[config.mk]
export PLATFORM = sky130hd
export DESIGN_NAME = flcmd_decoder
export DESIGN_NICKNAME = d
export VERILOG_FILES = /design/src/rtl/flcmd_pkg.sv /design/src/rtl/flcmd_seq.sv /design/src/rtl/flcmd_mode.sv /design/src/rtl/flcmd_idrd.sv /design/src/rtl/flcmd_decoder.sv
export SDC_FILE = /design/constraint.sdc
export NUM_CORES = 1
export LEC_CHECK = 0
export BUFFER_PORTS_ARGS = -buffer_cell sky130_fd_sc_hd__buf_2
export CAP_MARGIN = 15
export CORE_ASPECT_RATIO = 1.25
export CORE_UTILIZATION = 48
export DETAILED_ROUTE_END_ITERATION = 12
export PLACE_DENSITY_LB_ADDON = 0.3
export SKIP_CTS_REPAIR_TIMING = 1
export SYNTH_ARGS = -nofsm -noshare
export SYNTH_HDL_FRONTEND = slang
export SYNTH_SLANG_ARGS = --single-unit
[constraint.sdc]
create_clock -name clk -period 3.9 [get_ports clk]
set_input_delay 0.39 -clock clk [delete_from_list [all_inputs] [get_ports clk]]
set_output_delay 0.39 -clock clk [all_outputs]
set_load 0.02 [all_outputs]
[src/rtl/flcmd_pkg.sv]
package flcmd_pkg;
   // progress through an unlock sequence
   typedef enum logic [2:0] {
      ST_IDLE, ST_K1, ST_K2, ST_X3, ST_X4, ST_X5, ST_B6
   } step_t;

   // decoded command, valid for one write
   typedef enum logic [2:0] {
      CMD_NONE, CMD_ARM, CMD_ID_EXIT, CMD_PROT_OFF,
      CMD_ID_ENTER, CMD_ERASE, CMD_LOCK_LO, CMD_LOCK_HI
   } cmd_t;

   localparam int KEY_W = 15;
   localparam logic [KEY_W-1:0] KEY_ADDR_A = 15'h5555;
   localparam logic [KEY_W-1:0] KEY_ADDR_B = 15'h2AAA;
   localparam logic [7:0] KEY_DATA_A = 8'hAA;
   localparam logic [7:0] KEY_DATA_B = 8'h55;
   localparam logic [7:0] OP_ARM     = 8'hA0;
   localparam logic [7:0] OP_ID_EXIT = 8'hF0;
   localparam logic [7:0] OP_EXTEND  = 8'h80;
   localparam logic [7:0] OP_PROT_OFF = 8'h20;
   localparam logic [7:0] OP_ID_ENTER = 8'h60;
   localparam logic [7:0] OP_ERASE   = 8'h10;
   localparam logic [7:0] OP_LOCK    = 8'h40;
   localparam logic [7:0] SEL_LOWER  = 8'h00;
   localparam logic [7:0] SEL_UPPER  = 8'hFF;
endpackage

[src/rtl/flcmd_seq.sv]
module flcmd_seq
   import flcmd_pkg::*;
(
   input  logic             clk,
   input  logic             rst_n,
   input  logic             wr_valid,
   input  logic             bypass,
   input  logic [KEY_W-1:0] key_addr,
   input  logic [7:0]       key_data,
   output cmd_t             cmd,
   output logic             consumed
);
   step_t state, nxt;
   cmd_t  dec;
   logic  hit, at_a, at_b, active;

   assign at_a   = (key_addr == KEY_ADDR_A);
   assign at_b   = (key_addr == KEY_ADDR_B);
   assign active = wr_valid && !bypass;

   always_comb begin
      nxt = ST_IDLE;
      dec = CMD_NONE;
      hit = 1'b0;
      case (state)
         ST_IDLE, ST_X3: begin
            if (at_a && key_data == KEY_DATA_A) begin
               nxt = (state == ST_IDLE) ? ST_K1 : ST_X4;
               hit = 1'b1;
            end
         end
         ST_K1, ST_X4: begin
            if (at_b && key_data == KEY_DATA_B) begin
               nxt = (state == ST_K1) ? ST_K2 : ST_X5;
               hit = 1'b1;
            end
         end
         ST_K2: begin
            if (at_a) begin
               hit = 1'b1;
               case (key_data)
                  OP_ARM:     dec = CMD_ARM;
                  OP_ID_EXIT: dec = CMD_ID_EXIT;
                  OP_EXTEND:  nxt = ST_X3;
                  default:    hit = 1'b0;
               endcase
            end
         end
         ST_X5: begin
            if (at_a) begin
               hit = 1'b1;
               case (key_data)
                  OP_PROT_OFF: dec = CMD_PROT_OFF;
                  OP_ID_ENTER: dec = CMD_ID_ENTER;
                  OP_ERASE:    dec = CMD_ERASE;
                  OP_LOCK:     nxt = ST_B6;
                  default:     hit = 1'b0;
               endcase
            end
         end
         ST_B6: begin
            if (at_a && key_data == SEL_LOWER) begin
               dec = CMD_LOCK_LO;
               hit = 1'b1;
            end else if (at_a && key_data == SEL_UPPER) begin
               dec = CMD_LOCK_HI;
               hit = 1'b1;
            end
         end
         default: nxt = ST_IDLE;
      endcase
   end

   assign consumed = active && hit;
   assign cmd      = active ? dec : CMD_NONE;

   always_ff @(posedge clk or negedge rst_n) begin
      if (!rst_n)      state <= ST_IDLE;
      else if (active) state <= nxt;
   end


   idle_hold_chk: assert property (@(posedge clk) disable iff (!rst_n)
      !wr_valid |=> $stable(state));

   abort_idle_chk: assert property (@(posedge clk) disable iff (!rst_n)
      (wr_valid && !bypass && !consumed) |=> (state == ST_IDLE));
endmodule

[src/rtl/flcmd_mode.sv]
module flcmd_mode
   import flcmd_pkg::*;
#(
   parameter bit PROT_INIT = 1'b1,
   parameter int N_BLK     = 2
) (
   input  logic             clk,
   input  logic             rst_n,
   input  cmd_t             cmd,
   input  logic             page_done,
   output logic             prot_on,
   output logic             armed,
   output logic             id_mode,
   output logic [N_BLK-1:0] boot_lock,
   output logic             erase_go
);
   always_ff @(posedge clk or negedge rst_n) begin
      if (!rst_n) begin
         prot_on   <= PROT_INIT;
         armed     <= 1'b0;
         id_mode   <= 1'b0;
         boot_lock <= '0;
         erase_go  <= 1'b0;
      end else begin
         erase_go <= (cmd == CMD_ERASE) && (boot_lock == '0);
         if (page_done) armed <= 1'b0;
         case (cmd)
            CMD_ARM: begin
               prot_on <= 1'b1;
               armed   <= 1'b1;
            end
            CMD_PROT_OFF: prot_on      <= 1'b0;
            CMD_ID_ENTER: id_mode      <= 1'b1;
            CMD_ID_EXIT:  id_mode      <= 1'b0;
            CMD_LOCK_LO:  boot_lock[0] <= 1'b1;
            CMD_LOCK_HI:  boot_lock[N_BLK-1] <= 1'b1;
            default: ;
         endcase
      end
   end


   prot_drop_chk: assert property (@(posedge clk) disable iff (!rst_n)
      $fell(prot_on) |-> ($past(cmd) == CMD_PROT_OFF));

   arm_prot_chk: assert property (@(posedge clk) disable iff (!rst_n)
      $rose(armed) |-> prot_on);

   lock_sticky_chk: assert property (@(posedge clk) disable iff (!rst_n)
      1'b1 |=> ((boot_lock & $past(boot_lock)) == $past(boot_lock)));

   erase_lock_chk: assert property (@(posedge clk) disable iff (!rst_n)
      erase_go |-> ($past(boot_lock) == '0));

   erase_pulse_chk: assert property (@(posedge clk) disable iff (!rst_n)
      erase_go |=> !erase_go);
endmodule

[src/rtl/flcmd_idrd.sv]
module flcmd_idrd #(
   parameter int          ADDR_W = 18,
   parameter logic [7:0]  MFR_ID = 8'hDA,
   parameter logic [7:0]  DEV_ID = 8'h45
) (
   input  logic              id_mode,
   input  logic [ADDR_W-1:0] rd_addr,
   input  logic [1:0]        boot_lock,
   output logic [7:0]        id_data
);
   localparam logic [ADDR_W-1:0] PROBE_MFR = ADDR_W'(0);
   localparam logic [ADDR_W-1:0] PROBE_DEV = ADDR_W'(1);
   localparam logic [ADDR_W-1:0] PROBE_LO  = ADDR_W'(2);
   localparam logic [ADDR_W-1:0] PROBE_HI  = ~ADDR_W'(13);

   function automatic logic [7:0] lock_byte(input logic locked);
      return {7'h7F, locked};
   endfunction

   always_comb begin
      id_data = 8'h00;
      if (id_mode) begin
         if (rd_addr == PROBE_MFR)      id_data = MFR_ID;
         else if (rd_addr == PROBE_DEV) id_data = DEV_ID;
         else if (rd_addr == PROBE_LO)  id_data = lock_byte(boot_lock[0]);
         else if (rd_addr == PROBE_HI)  id_data = lock_byte(boot_lock[1]);
      end
   end
endmodule

[src/rtl/flcmd_decoder.sv]
module flcmd_decoder
   import flcmd_pkg::*;
#(
   parameter int          ADDR_W    = 18,
   parameter int          BOOT_W    = 13,
   parameter bit          PROT_INIT = 1'b1,
   parameter logic [7:0]  MFR_ID    = 8'hDA,
   parameter logic [7:0]  DEV_ID    = 8'h45
) (
   input  logic              clk,
   input  logic              rst_n,
   input  logic              wr_valid,
   input  logic [ADDR_W-1:0] wr_addr,
   input  logic [7:0]        wr_data,
   input  logic              page_done,
   input  logic [ADDR_W-1:0] rd_addr,
   output logic              load_grant,
   output logic              erase_go,
   output logic              id_mode,
   output logic              prot_on,
   output logic [1:0]        boot_lock,
   output logic [7:0]        id_data
);
   localparam int N_BLK = 2;
   localparam int TAG_W = ADDR_W - BOOT_W;

   if (ADDR_W < KEY_W + 1 || TAG_W < 2) begin : g_bad_cfg
      $error("flcmd_decoder: address too narrow for keys or boot blocks");
   end

   cmd_t             cmd;
   logic             consumed, armed;
   logic [N_BLK-1:0] blk_hit;

   flcmd_seq u_seq (
      .clk      (clk),
      .rst_n    (rst_n),
      .wr_valid (wr_valid),
      .bypass   (armed),
      .key_addr (wr_addr[KEY_W-1:0]),
      .key_data (wr_data),
      .cmd      (cmd),
      .consumed (consumed)
   );

   flcmd_mode #(.PROT_INIT(PROT_INIT), .N_BLK(N_BLK)) u_mode (
      .clk       (clk),
      .rst_n     (rst_n),
      .cmd       (cmd),
      .page_done (page_done),
      .prot_on   (prot_on),
      .armed     (armed),
      .id_mode   (id_mode),
      .boot_lock (boot_lock),
      .erase_go  (erase_go)
   );

   flcmd_idrd #(.ADDR_W(ADDR_W), .MFR_ID(MFR_ID), .DEV_ID(DEV_ID)) u_idrd (
      .id_mode   (id_mode),
      .rd_addr   (rd_addr),
      .boot_lock (boot_lock),
      .id_data   (id_data)
   );

   for (genvar b = 0; b < N_BLK; b++) begin : g_blk
      localparam logic [TAG_W-1:0] TAG = (b == 0) ? '0 : '1;
      assign blk_hit[b] = boot_lock[b] && (wr_addr[ADDR_W-1:BOOT_W] == TAG);
   end

   assign load_grant = wr_valid && !consumed && (armed || !prot_on) && (blk_hit == '0);


   grant_needs_write_chk: assert property (@(posedge clk) disable iff (!rst_n)
      load_grant |-> (wr_valid && (armed || !prot_on)));

   lower_lock_chk: assert property (@(posedge clk) disable iff (!rst_n)
      (boot_lock[0] && wr_addr[ADDR_W-1:BOOT_W] == '0) |-> !load_grant);

   id_quiet_chk: assert property (@(posedge clk) disable iff (!rst_n)
      !id_mode |-> (id_data == 8'h00));

   id_mfr_chk: assert property (@(posedge clk) disable iff (!rst_n)
      (id_mode && rd_addr == '0) |-> (id_data == MFR_ID));
endmodule

# ---- Word-level counts from Yosys, hierarchy flattened
# Cells that the tools add are included.
dict set report word_totals {
  register_bits 9
  latchBits 0
  ram_bits 0
  romBits 0
  inputBits 48
  out_inout_bits 14
  word_cells 100
  mem_count 0
}
dict set report classes {
  add_sub_neg 0
  mul 0
  n_div 0
  magnitude_cmp 0
  eq_ne 29
  shift 0
  muxes 35
  bitwise 0
  n_reduce_logical 29
}
# cell n
set ops {}
lappend ops {{8-bit equality test, second input constant} 5}
lappend ops {{8-bit two-way mux} 5}
lappend ops {{3-bit two-way mux} 12}
lappend ops {{8-bit by 7-bit equality test with 1-bit output, second input constant} 3}
lappend ops {{3-bit equality test, second input constant} 7}
lappend ops {{18-bit by 1-bit equality test with 1-bit output, second input constant} 1}
lappend ops {{18-bit equality test, second input constant} 1}
lappend ops {{18-bit by 2-bit equality test with 1-bit output, second input constant} 1}
lappend ops {{18-bit logical NOT} 1}
lappend ops {{3-bit case mux with 3 select lines} 2}
lappend ops {{15-bit by 14-bit equality test with 1-bit output, second input constant} 1}
lappend ops {{15-bit equality test, second input constant} 1}
lappend ops {{3-bit by 2-bit equality test with 1-bit output, second input constant} 4}
lappend ops {{1-bit logical AND} 12}
lappend ops {{3-bit case mux with 4 select lines} 1}
lappend ops {{1-bit two-way mux} 10}
lappend ops {{8-bit by 5-bit equality test with 1-bit output, second input constant} 1}
lappend ops {{8-bit by 6-bit equality test with 1-bit output, second input constant} 1}
lappend ops {{8-bit logical NOT} 1}
lappend ops {{3-bit by 1-bit equality test with 1-bit output, second input constant} 2}
lappend ops {{2-bit nonzero test} 3}
lappend ops {{5-bit equality test, second input constant} 1}
lappend ops {{5-bit logical NOT} 1}
lappend ops {{1-bit case mux with 5 select lines} 1}
lappend ops {{other kinds (10)} 15}

# ---- Logic depth before layout (Yosys ltp)
dict set report depth {
  depth_word 10
  mapped_depth 6
  depth_no_buf 5
}

# ---- By module
# From an unflattened synthesis, not the netlist that was laid out.
dict set report hier_totals {
  hier_cells 149
  area_unflattened_um2 1231.2
}
# mod n_inst cells_each area_per_inst_um2
set by_module_without_submodules {}
lappend by_module_without_submodules {flcmd_seq 1 92 733.2}
lappend by_module_without_submodules {flcmd_mode 1 19 234.0}
lappend by_module_without_submodules {flcmd_idrd 1 30 211.5}
lappend by_module_without_submodules {flcmd_decoder 1 8 52.6}

# ---- Worst setup path before layout
# No wires, ideal clock.
dict set report synth_timing {
  path_kind {input-to-output}
  startpoint {in rd_addr[4]}
  endpoint {out id_data[3]}
  arrival_ns 1.846
  required_time_ns 3.510
  slack_ns 1.664
  stages 5
  n_path_buf 1
  cell_sequence {nor4_1 -> nand4_1 -> or2_2 -> a21oi_1 -> buf_4}
}
dict set report synth_between {
  elab_chain_cells 6
  word_cells_on_any_way 9
}
# element line
set synth_lines {}
lappend synth_lines {{from (decl)} flcmd_decoder.sv:16} ;# input logic [ADDR_W-1:0] rd_addr,
lappend synth_lines {{18-bit equality test} flcmd_idrd.sv:26} ;# else if (rd_addr == PROBE_HI) id_data = lock_byte(boot_lock[1]);
lappend synth_lines {{8-bit two-way mux} flcmd_idrd.sv:26}
lappend synth_lines {{8-bit two-way mux} flcmd_idrd.sv:25} ;# else if (rd_addr == PROBE_LO) id_data = lock_byte(boot_lock[0]);
lappend synth_lines {{8-bit two-way mux} flcmd_idrd.sv:24} ;# else if (rd_addr == PROBE_DEV) id_data = DEV_ID;
lappend synth_lines {{8-bit two-way mux (*)} flcmd_idrd.sv:23} ;# if (rd_addr == PROBE_MFR) id_data = MFR_ID;
lappend synth_lines {{8-bit two-way mux (*)} flcmd_idrd.sv:22} ;# if (id_mode) begin
lappend synth_lines {{to (decl)} flcmd_decoder.sv:22} ;# output logic [7:0] id_data
# Mark *: on every way between the ends. The rest lies on a longest branch, timed or not.

# ---- Worst setup path after layout
dict set report layout_timing {
  startpoint {reg u_seq.state[1]}
  endpoint {out load_grant}
}
dict set report layout_between {
  elab_chain_cells 8
  word_cells_on_any_way 15
}
# element line
set layout_lines {}
lappend layout_lines {{from (decl)} flcmd_seq.sv:13} ;# step_t state, nxt;
lappend layout_lines {{from (signal assigned)} flcmd_seq.sv:79} ;# else if (active) state <= nxt;
lappend layout_lines {{3-bit equality test, or another cell as far along} flcmd_seq.sv:25} ;# case (state)
lappend layout_lines {{2-bit OR reduction} flcmd_seq.sv:25}
lappend layout_lines {{1-bit case mux with 5 select lines (*)} flcmd_seq.sv:25}
lappend layout_lines {{1-bit logical AND (*)} flcmd_seq.sv:74} ;# assign consumed = active && hit;
lappend layout_lines {{1-bit logical NOT (*)} flcmd_decoder.sv:70} ;# assign load_grant = wr_valid && !consumed && (armed || !prot_on) && (blk_hit == '0);
lappend layout_lines {{1-bit logical AND (*) (3 in series)} flcmd_decoder.sv:70}
lappend layout_lines {{to (decl)} flcmd_decoder.sv:17} ;# output logic load_grant,
# Marked as above.

==> flow_summary_export.csv <==
group,metric,value,unit
critical_path,worstSetupStartpoint,"u_seq.state[1]",
synth,synth-seq-cells,9,
grt,grtUsageTotal,0.275,
detailed_routing,drt_wl_cell,14.7,um
synth,synth_area_leader_cell,"dfrtp_1",
critical_path,worstReg2RegStart,"u_seq.state[1]",
synth,synth.net_count,186,
grt,number_of_antenna_violations_at_the_first_check_in_global_routing,0,
layout,final_cell_utilization_of_the_core,0.651,
critical_path,cp.buffers_inverters,1,
synth,synth_seq_area_share,0.202,
sta,rsz0062_at_grt,"no",
layout,antenna-diode-count,0,
placed_design,placement.cell_area,1400,um^2
sta,timing.final.hold_violations,0,
cts,tritoncts,"built",
floorplan,floorplan.die.width,45.2,um
grt,overflow,0,
layout,layout-area-overhead-vs-synth,28.6,%
sta,finalCritPeriodShare,0.679,
detailed_routing,dr.pass1.iters,4,
detailed_routing,detailedRoute.firstIterationViolations,38,
synth,mapped_avg_cell_area,8.11,um^2
synth,syn_inst,138,
sta,worst_clock_skew,0.00305,ns
critical_path,worstPathMaxFanout,12,
critical_path,crit_chain,"nand4bb_2 -> mux2_2 -> o221a_1 -> o211ai_1 -> a21oi_1 -> buf_2",
synth,yosys.area.top_type_share,0.179,
critical_path,cp_data_arrival_time,2.26,ns
detailed_routing,ant_nets,0,
hold_path,worst_hold_startpoint,"page_done",
placed_design,globalplace.congestion,0.947,
pwr,report.power.total,0.216,mW
placed_design,io_buffers,61,
floorplan,boundaryPins,62,
sta,tightestPinTransition,0.574,ns
critical_path,critical_path.slowest_cell,"dfrtp_1",
critical_path,crit_path_start_kind,"flip-flop",
pwr,p_per_area,150,nW/um^2
hold_path,worstHoldPathType,"input pin to flip-flop",
layout,layout-drive-gt1-share,0.412,
synth,postSynth.asyncResetShare,1.00,
cts,number_of_buffers_inserted_during_clock_tree_synthesis,3,
floorplan,dieHeight,56.0,um
synth,synth-edff-count,0,
cts,clk_latency,0.26,ns
detailed_routing,viasPerCell,6.20,
sta,timing.final.setup_violations,0,
synth,synth.area.top_cells,"dfrtp_1 18%, nor4_1 4.5%, a21oi_1 4.0%",
grt,first_global_vias,1298,
detailed_routing,drcViolationCount,0,
critical_path,timing.critical_path.max_delay_family,"compound AO/OA/AOI/OAI gates",
synth,synth_most_common_cell,"a21oi_1",
synth,dominantRegCellSynth,"dfrtp_1",
sta,whs,0.322,ns
synth,yosys_warnings,0,
sta,slew_headroom,0.614,
cts,numClockSinks,9,
run,max_cap_viol_count,0,
critical_path,critical_path.endpoint_type,"output port",
sta,min_period,2.65,ns
cts,clockRootBuffer,"clkbuf_4",
pwr,static-leakage-power,0.573,nW
grt,grt_first_pass_wirelength,5.21,mm
layout,post-route-cell-area,1440,um^2
floorplan,start_util,0.506,
floorplan,core_region_area,2210,um^2
cts,htree_levels,1,
sta,final_critical_path_setup_slack,1.25,ns
layout,layoutNonFillerInstCount,225,
grt,grt_start_max_net_pins,13,
pwr,peak_vdd_ir,0.000210,V
floorplan,fp.dieArea,2530,um^2
cts,clock_path_buffers,2,
run_status,outcome,"finished, final reports clean",
detailed_routing,drt_wl_total,3.31,mm
placed_design,detail_placement_hpwl,2.76,mm
placed_design,place_worst_setup_slack,1.54,ns
cts,path_clk_slew,0.05,ns
sta,setup-tns-final,0,ns
placed_design,placed_cells,220,
sta,final-max-slew-violation-count,0,
layout,design.final.nets,243,
synth,netlist_area,1120,um^2
critical_path,worstPathRequired,3.51,ns
detailed_routing,dr_total_vias,1394,
sta,max_freq,378,MHz
floorplan,std_cell_rows,19,
critical_path,timing_worst_setup_path_type,"flip-flop to output port",
synth,yosys_cell_types,60,
synth,post_synth_most_frequent_cells,"9 x a21oi_1, 8 x dfrtp_1, 8 x nor2_1, 8 x nor4_1",
critical_path,critPathMaxStageDelay,0.50,ns
worst reg2reg max path, delay by kind of cell, from the launching register on:
| family | cells | cell delay, ns |
|---|---|---|
| AO/OA/AOI/OAI | 1 | 0.23 |
| AND/OR/NAND/NOR | 4 | 1.11 |
| flip-flops | 1 | 0.50 |
sequential cells by signal, summed over array words and instances (netlist names):
signal / count
u_mode.armed: 1
u_mode.erase_go: 1
u_mode.boot_lock: 2
u_mode.prot_on: 1
u_mode.id_mode: 1
u_seq.state: 3
final timing paths:
path	endpoint	slack [ns]	cells after the start
setup / recovery	load_grant	1.25	6
hold / removal	u_mode.armed	0.32	2
setup reg to reg	u_mode.erase_go	1.96	5
hold reg to reg	u_mode.prot_on	0.51	1
max in group asynchronous	u_mode.prot_on	3.14	2
min in group asynchronous	u_mode.boot_lock[0]	0.51	2
layer usage:
| metal | vias to the layer above | global-route usage | routed length, um |
|---|---|---|---|
| met5 | - | 0 | 0 |
| met4 | 0 | 0.126 | 82 |
| met3 | 9 | 0.0714 | 203 |
| met2 | 66 | 0.501 | 1760 |
| met1 | 660 | 0.274 | 1260 |
| li1 | 659 | - | - |
power by group:
part / total, mW / switching (mW) / internal (mW)
clock: 0.0680 / 0.0288 / 0.0392
combinational: 0.0549 / 0.0286 / 0.0263
sequential: 0.0935 / 0.0000000104 / 0.0935
total: 0.216 / 0.0575 / 0.159
cell usage in the layout (no fill, tap or decap), types with 5 or more instances in the layout:
cell type / Yosys / routed
dfrtp_1: 8 / 8
nor4_1: 8 / 8
buf_2: 3 / 61
a21oi_1: 9 / 9
nor2_1: 8 / 8
nand2_1: 6 / 6
nand4_1: 7 / 7
inv_1: 7 / 7
nor3_1: 5 / 5
cells by family after synthesis:
group	Yosys count	synth area share
flip-flops	9	0.202
multiplexers	2	0.0190
XOR/XNOR	3	0.0235
AO/OA/AOI/OAI	36	0.237
AND/OR/NAND/NOR	71	0.441
buffers and inverters	17	0.0772
cell type report:
| type | count | area, um^2 |
|---|---|---|
| tap | 31 | 38.8 |
| sequential | 9 | 226 |
| multi-input combinational | 112 | 806 |
| inverter | 7 | 26.3 |
| clock buffer | 4 | 26.3 |
| timing repair buffer | 62 | 315 |
| fill | 217 | 772 |
(Power assumes the default switching activity.)
